===== config.mk =====
export PLATFORM = sky130hd
export DESIGN_NAME = bus_clk_fallback
export DESIGN_NICKNAME = d
export VERILOG_FILES = /design/src/rtl/bcf_pkg.sv /design/src/rtl/bcf_sync.sv /design/src/rtl/bcf_cfg.sv /design/src/rtl/bcf_detect.sv /design/src/rtl/bcf_fsm.sv /design/src/rtl/bus_clk_fallback.sv
export SDC_FILE = /design/constraint.sdc
export NUM_CORES = 1
export LEC_CHECK = 0
export BUFFER_PORTS_ARGS = -buffer_cell sky130_fd_sc_hd__buf_4
export CORE_ASPECT_RATIO = 1.2
export CORE_MARGIN = 1.5
export CORE_UTILIZATION = 48
export DETAILED_ROUTE_END_ITERATION = 10
export PLACE_DENSITY_LB_ADDON = 0.05
export SLEW_MARGIN = 10
export SYNTH_ARGS = -nofsm -noshare
export SYNTH_HDL_FRONTEND = slang
export SYNTH_HIERARCHICAL = 1
export SYNTH_SLANG_ARGS = --single-unit

===== constraint.sdc =====
create_clock -name clk -period 1.3 [get_ports clk]
set_input_delay 0.26 -clock clk [delete_from_list [all_inputs] [get_ports clk]]
set_output_delay 0.26 -clock clk [all_outputs]
set_load 0.01 [all_outputs]

===== src/rtl/bcf_pkg.sv =====
package bcf_pkg;

    // Role encoding of the control word, bits [1:0]
    typedef enum logic [1:0] {
        ROLE_SLAVE  = 2'b00,
        ROLE_MAST_A = 2'b01,
        ROLE_MAST_B = 2'b10,
        ROLE_SPARE  = 2'b11
    } role_e;

    typedef enum logic [1:0] {
        FB_NORMAL   = 2'd0,
        FB_SWAPPED  = 2'd1,
        FB_REMOVED  = 2'd2,
        FB_TAKEOVER = 2'd3
    } fb_state_e;

    // Configuration register addresses
    localparam logic [1:0] ADDR_CTL  = 2'd0;
    localparam logic [1:0] ADDR_MASK = 2'd1;
    localparam logic [1:0] ADDR_SEL  = 2'd2;

    // Watchdog bit positions of the two redundant clock sets
    localparam int SET_A = 0;
    localparam int SET_B = 1;

    localparam int CTL_W = 4;

    // Control word: bit3 primary reference, bit2 arm, bits1:0 role
    typedef struct packed {
        logic  pri_b;
        logic  fb_en;
        role_e role;
    } ctl_t;

    // Classified fallback event
    typedef struct packed {
        logic trig;
        logic own_fail;
        logic other_fail;
    } evt_t;

    // Bus drive decision
    typedef struct packed {
        logic oe_a;
        logic oe_b;
        logic oe_compat;
        logic ref_b;
    } drive_t;

    function automatic logic is_master(role_e r);
        return (r == ROLE_MAST_A) || (r == ROLE_MAST_B);
    endfunction

    function automatic logic own_is_b(role_e r);
        return r == ROLE_MAST_B;
    endfunction

    function automatic int other_idx(role_e r);
        return (r == ROLE_MAST_B) ? SET_A : SET_B;
    endfunction

endpackage


===== src/rtl/bcf_sync.sv =====
module bcf_sync #(
    parameter int W = 4
) (
    input  logic         clk,
    input  logic         rst,
    input  logic [W-1:0] d_async,
    output logic [W-1:0] d_sync
);
    // One two-stage synchronizer per watchdog lane
    for (genvar g = 0; g < W; g++) begin : g_lane
        logic st1_q;
        logic st2_q;
        always_ff @(posedge clk) begin
            if (rst) begin
                st1_q <= 1'b0;
                st2_q <= 1'b0;
            end else begin
                st1_q <= d_async[g];
                st2_q <= st1_q;
            end
        end
        assign d_sync[g] = st2_q;
    end
endmodule


===== src/rtl/bcf_cfg.sv =====
module bcf_cfg
    import bcf_pkg::*;
#(
    parameter int WD_N = 4,
    parameter int DW   = 4
) (
    input  logic            clk,
    input  logic            rst,
    input  logic            wr,
    input  logic [1:0]      addr,
    input  logic [DW-1:0]   wdata,
    output ctl_t            ctl,
    output logic [WD_N-1:0] mask,
    output logic [WD_N-1:0] sel
);
    always_ff @(posedge clk) begin
        if (rst) begin
            ctl  <= '{pri_b: 1'b0, fb_en: 1'b0, role: ROLE_SLAVE};
            mask <= '0;
            sel  <= '0;
        end else if (wr) begin
            unique case (addr)
                ADDR_CTL:  ctl  <= ctl_t'(wdata[CTL_W-1:0]);
                ADDR_MASK: mask <= wdata[WD_N-1:0];
                ADDR_SEL:  sel  <= wdata[WD_N-1:0];
                default:   ;
            endcase
        end
    end
endmodule


===== src/rtl/bcf_detect.sv =====
module bcf_detect
    import bcf_pkg::*;
#(
    parameter int WD_N = 4
) (
    input  logic            clk,
    input  logic            rst,
    input  logic [WD_N-1:0] fail_s,
    input  logic [WD_N-1:0] mask,
    input  logic [WD_N-1:0] sel,
    input  ctl_t            ctl,
    input  logic            clr,
    output logic [WD_N-1:0] flags,
    output evt_t            evt
);
    logic [WD_N-1:0] qual;
    logic [WD_N-1:0] qual_sel;
    logic [WD_N-1:0] other_bit;
    logic            sel_covered;

    always_comb begin
        qual        = fail_s & mask;
        qual_sel    = qual & sel;
        sel_covered = ((sel & ~mask) == '0);
        other_bit   = '0;
        other_bit[other_idx(ctl.role)] = 1'b1;

        evt.trig       = ctl.fb_en && (qual_sel != '0) && sel_covered;
        evt.other_fail = |(qual_sel & other_bit);
        evt.own_fail   = |(qual_sel & ~other_bit);
    end

    always_ff @(posedge clk) begin
        if (rst || clr) flags <= '0;
        else            flags <= flags | qual;
    end
endmodule


===== src/rtl/bcf_fsm.sv =====
module bcf_fsm
    import bcf_pkg::*;
(
    input  logic      clk,
    input  logic      rst,
    input  evt_t      evt,
    input  role_e     role,
    input  logic      clr,
    output fb_state_e state,
    output logic      irq_pulse,
    output logic      irq_status
);
    fb_state_e state_d;
    logic      enter;

    always_comb begin
        state_d = state;
        enter   = 1'b0;
        if (clr) begin
            state_d = FB_NORMAL;
        end else if (state == FB_NORMAL && evt.trig) begin
            enter = 1'b1;
            if (!is_master(role))  state_d = FB_SWAPPED;
            else if (evt.own_fail) state_d = FB_REMOVED;
            else                   state_d = FB_TAKEOVER;
        end
    end

    always_ff @(posedge clk) begin
        if (rst) begin
            state      <= FB_NORMAL;
            irq_pulse  <= 1'b0;
            irq_status <= 1'b0;
        end else begin
            state     <= state_d;
            irq_pulse <= enter;
            if (clr)        irq_status <= 1'b0;
            else if (enter) irq_status <= 1'b1;
        end
    end
endmodule


===== src/rtl/bus_clk_fallback.sv =====
module bus_clk_fallback
    import bcf_pkg::*;
#(
    parameter int WD_N   = 4,
    parameter int FB_DIV = 4,
    parameter int DW     = (WD_N > CTL_W) ? WD_N : CTL_W
) (
    input  logic            clk,
    input  logic            rst,
    input  logic            cfg_wr,
    input  logic [1:0]      cfg_addr,
    input  logic [DW-1:0]   cfg_wdata,
    input  logic [WD_N-1:0] wd_fail,
    input  logic            err_clr,
    output logic            ref_sel,
    output logic            oe_a,
    output logic            oe_b,
    output logic            oe_compat,
    output logic            fb_clk,
    output logic [WD_N-1:0] err_flags,
    output logic            irq_pulse,
    output logic            irq_status
);
    localparam int CW = (FB_DIV > 2) ? $clog2(FB_DIV) : 1;
    localparam logic [CW-1:0] CNT_LAST = CW'(FB_DIV - 1);
    localparam logic [CW-1:0] CNT_HIGH = CW'(FB_DIV / 2);

    ctl_t            ctl;
    logic [WD_N-1:0] mask;
    logic [WD_N-1:0] sel;
    logic [WD_N-1:0] fail_s;
    evt_t            evt;
    fb_state_e       state;
    drive_t          drv;
    logic [CW-1:0]   div_q;
    logic            in_fb;
    logic [1:0]      role_bits;
    logic [1:0]      st_bits;

    bcf_cfg #(.WD_N(WD_N), .DW(DW)) u_cfg (
        .clk   (clk),
        .rst   (rst),
        .wr    (cfg_wr),
        .addr  (cfg_addr),
        .wdata (cfg_wdata),
        .ctl   (ctl),
        .mask  (mask),
        .sel   (sel)
    );

    bcf_sync #(.W(WD_N)) u_sync (
        .clk     (clk),
        .rst     (rst),
        .d_async (wd_fail),
        .d_sync  (fail_s)
    );

    bcf_detect #(.WD_N(WD_N)) u_detect (
        .clk    (clk),
        .rst    (rst),
        .fail_s (fail_s),
        .mask   (mask),
        .sel    (sel),
        .ctl    (ctl),
        .clr    (err_clr),
        .flags  (err_flags),
        .evt    (evt)
    );

    bcf_fsm u_fsm (
        .clk        (clk),
        .rst        (rst),
        .evt        (evt),
        .role       (ctl.role),
        .clr        (err_clr),
        .state      (state),
        .irq_pulse  (irq_pulse),
        .irq_status (irq_status)
    );

    // Crystal divider, free running from reset
    always_ff @(posedge clk) begin
        if (rst)                  div_q <= '0;
        else if (div_q == CNT_LAST) div_q <= '0;
        else                      div_q <= div_q + 1'b1;
    end

    assign in_fb  = (state != FB_NORMAL);
    assign fb_clk = in_fb && (div_q >= CNT_HIGH);

    // Bus drive decision
    always_comb begin
        drv       = '0;
        drv.ref_b = ctl.pri_b;
        if (state == FB_SWAPPED)
            drv.ref_b = ~ctl.pri_b;
        else if (state == FB_TAKEOVER && is_master(ctl.role))
            drv.ref_b = own_is_b(ctl.role);

        if (is_master(ctl.role) && state != FB_REMOVED) begin
            drv.oe_a      = !own_is_b(ctl.role);
            drv.oe_b      = own_is_b(ctl.role);
            drv.oe_compat = (state == FB_TAKEOVER) || (own_is_b(ctl.role) == ctl.pri_b);
        end
    end

    assign ref_sel   = drv.ref_b;
    assign oe_a      = drv.oe_a;
    assign oe_b      = drv.oe_b;
    assign oe_compat = drv.oe_compat;

    assign role_bits = ctl.role;
    assign st_bits   = state;
endmodule


==> flow_metrics.py <==
metrics = {
    "critical_path": {
        "cp_data_arrival_time_ns": 1.35,
        "cp.required_ns": 1.04,
        "ff2ff_setup_slack_ns": -0.23,
        "slowest_delay_ns": 0.34,
        "end_kind": "output pin",
        "cp_num_buf_inv": 2,
        "reg2regPathDepth": 5,
        "crit_fanout": 5,
        "slowest_stage": "dfxtp_2",
        "crit_type": "reg -> out",
        "start_kind": "flop",
        "path_cells": "inv_2, ha_4, nand4b_1, nand3_1, buf_4",
        "rr_endpoint": "u_fsm/state[1]$_SDFFE_PP0P_",
        "cpLargestDelayFamily": "flip-flops",
        "r2r-start": "u_cfg/sel[2]$_SDFFE_PP0P_",
    },
    "drt": {
        "wl_per_cell_um": 12.9,
        "finalWirelength_um": 2530,
        "drt_first_pass_iters": 4,
        "antenna_left": 0,
        "viasPerCell": 5.09,
        "drc": 0,
        "dr_total_vias": 997,
        "drt-initial-drc-count": 11,
    },
    "timing": {
        "grt_setup_unrepaired": "yes",
        "relSlewSlack": 0.791,
        "finClkSkew_ns": 0.0115,
        "finalHoldViolations": 0,
        "fmax_ghz": 0.621,
        "worst_pin_slew_ns": 0.313,
        "drv_slew": 0,
        "setup_ws_ns": -0.310,
        "period_minus_slack_ns": 1.61,
        "period_share": 1.24,
        "finalSetupViolations": 7,
    },
    "power_and_ir_drop": {
        "power.switching_uw": 410,
        "p_leak_uw": 0.000729,
        "pwr-share-seq": 0.563,
        "power_frac_comb": 0.107,
        "p_per_area_nw_per_um2": 1010,
        "switching_share": 0.238,
        "ir_worst_vdd_uv": 925,
        "clockPowerShare": 0.330,
        "internal_power_uw": 1320,
        "finalPower_uw": 1730,
    },
    "cells_and_area": {
        "stdcell_count": 196,
        "area_growth_pct": 31.9,
        "fillers": 227,
        "final_common_cell": "buf_4",
        "final_cell_mix": "32 x buf_4, 22 x dfxtp_1, 20 x nand2b_1",
        "nets": 179,
        "antenna_cells": 0,
        "layout-drive-gt1-share": 0.411,
    },
    "clock_tree": {
        "numCtsBuffers": 5,
        "cts.sinks": 30,
        "cts_tree": "done",
        "htreeDepth": 2,
        "clk_pin_slew_worst_paths_ns": 0.09,
        "cts_buffer_depth": 2,
        "clockRootBuffer": "clkbuf_4",
        "insertion_delay_ns": 0.33,
    },
    "floorplanning": {
        "pin_count": 25,
        "num_rows": 20,
        "initial_utilization": 0.509,
        "die_w_um": 50.5,
        "core_um2": 2550,
        "dieArea_um2": 3030,
        "die_h_um": 60.0,
    },
    "yosys": {
        "syn-num-nets": 142,
        "netlist_instances": 125,
        "synth_warnings": 6,
        "syn_avg_cell_area_um2": 10.4,
        "syn-cell-area_um2": 1300,
    },
    "run": {
        "maxCapViolations": 0,
    },
    "placed_design": {
        "io_buffers": 24,
        "dp.cells": 186,
        "post-dp-hpwl_um": 1860,
        "place.gp.congestion": 0.779,
        "place_ws_ns": -0.206,
    },
    "global_routing": {
        "grt_max_degree": 19,
        "grt_first_pass_wirelength_um": 4350,
        "grtUsageTotal": 0.198,
        "antenna_found_initial": 0,
        "grt_overflow_total": 0,
        "grt_pass1_vias": 1015,
    },
    "run_status": {
        "violations": "negative setup slack",
        "status": "finished, violations left",
    },
    "min_path": {
        "hp-start": "wd_fail[3]",
        "whs_endpoint": "u_sync/g_lane[3].st1_q$_SDFF_PP0_",
        "hp-class": "in -> reg",
        "min_path_cells": 2,
    },
}
[per-layer routing]
metal  vias up  track usage  wire length [um]
li1        507            -                 -
met1       466        0.228              1140
met2        20        0.344              1240
met3         4       0.0600               115
met4         0       0.0811                40
met5         -            0                 0
[power groups by stage]
stage | clock (uW) | sequential (uW) | combinational [uW]
5_1_grt | 621 | 979 | 203
4_1_cts | 584 | 973 | 183
3_3_place_gp | 0 | 992 | 164
3_5_place_dp | 0 | 994 | 172
6_report | 570 | 974 | 184
2_1_floorplan | 0 | 989 | 94.5
[worst max path at each step]
stage | startpoint | endpoint | slack, ns | cells after the start
after floorplan | u_sync/g_lane[2].st2_q$_SDFF_PP0_ | u_fsm/state[1]$_SDFFE_PP0P_ | -0.12 | 6
after global placement | u_cfg/sel[2]$_SDFFE_PP0P_ | u_fsm/state[1]$_SDFFE_PP0P_ | -0.15 | 5
after detailed placement | u_cfg/sel[2]$_SDFFE_PP0P_ | u_fsm/state[1]$_SDFFE_PP0P_ | -0.21 | 5
after CTS | u_cfg/ctl[0]$_SDFFE_PP0P_ | ref_sel | -0.33 | 5
after global routing | u_cfg/ctl[0]$_SDFFE_PP0P_ | oe_compat | -0.39 | 6
final | u_cfg/ctl[0]$_SDFFE_PP0P_ | ref_sel | -0.31 | 5
[area by class of cell]
class | count | area, um^2 | area share
timing repair buffer | 35 | 274 | 0.160
clock buffer | 7 | 55.1 | 0.0321
sequential | 30 | 613 | 0.358
multi-input combinational | 85 | 706 | 0.412
tap | 33 | 41.3 | 0.0241
inverter | 5 | 18.8 | 0.0110
clock inverter | 1 | 5.00 | 0.00292
[what timing repair did]
| action | 4_1_cts | 5_1_grt |
|---|---|---|
| pin swaps | 4 | 3 |
| hold buffers | 0 | 0 |
| buffers inserted | 1 | 1 |
| gates resized for setup | 16 | 5 |
| endpoints found under the setup margin | 9 | 9 |
[stage by stage]
stage,TNS [ns],util,hold slack [ns],area [um^2]
final,-1.43,0.671,0.148,1710
after global routing,-2.00,0.671,0.135,1710
after CTS,-1.51,0.661,0.130,1690
after detailed placement,-0.505,0.613,0.425,1560
after global placement,-0.242,0.613,0.419,1560
after floorplan,-0.176,-,0.331,1310
[state kept, by name, summed over array words and instances, names as in the netlist]
register and cells:
u_cfg/ctl 4, div_q 2, u_fsm/state 2, u_sync/g_lane.st2_q 4, u_cfg/mask 4, u_fsm/irq_status 1
u_sync/g_lane.st1_q 4, u_detect/flags 4, u_fsm/irq_pulse 1, u_cfg/sel 4
(Power assumes the default switching activity.)
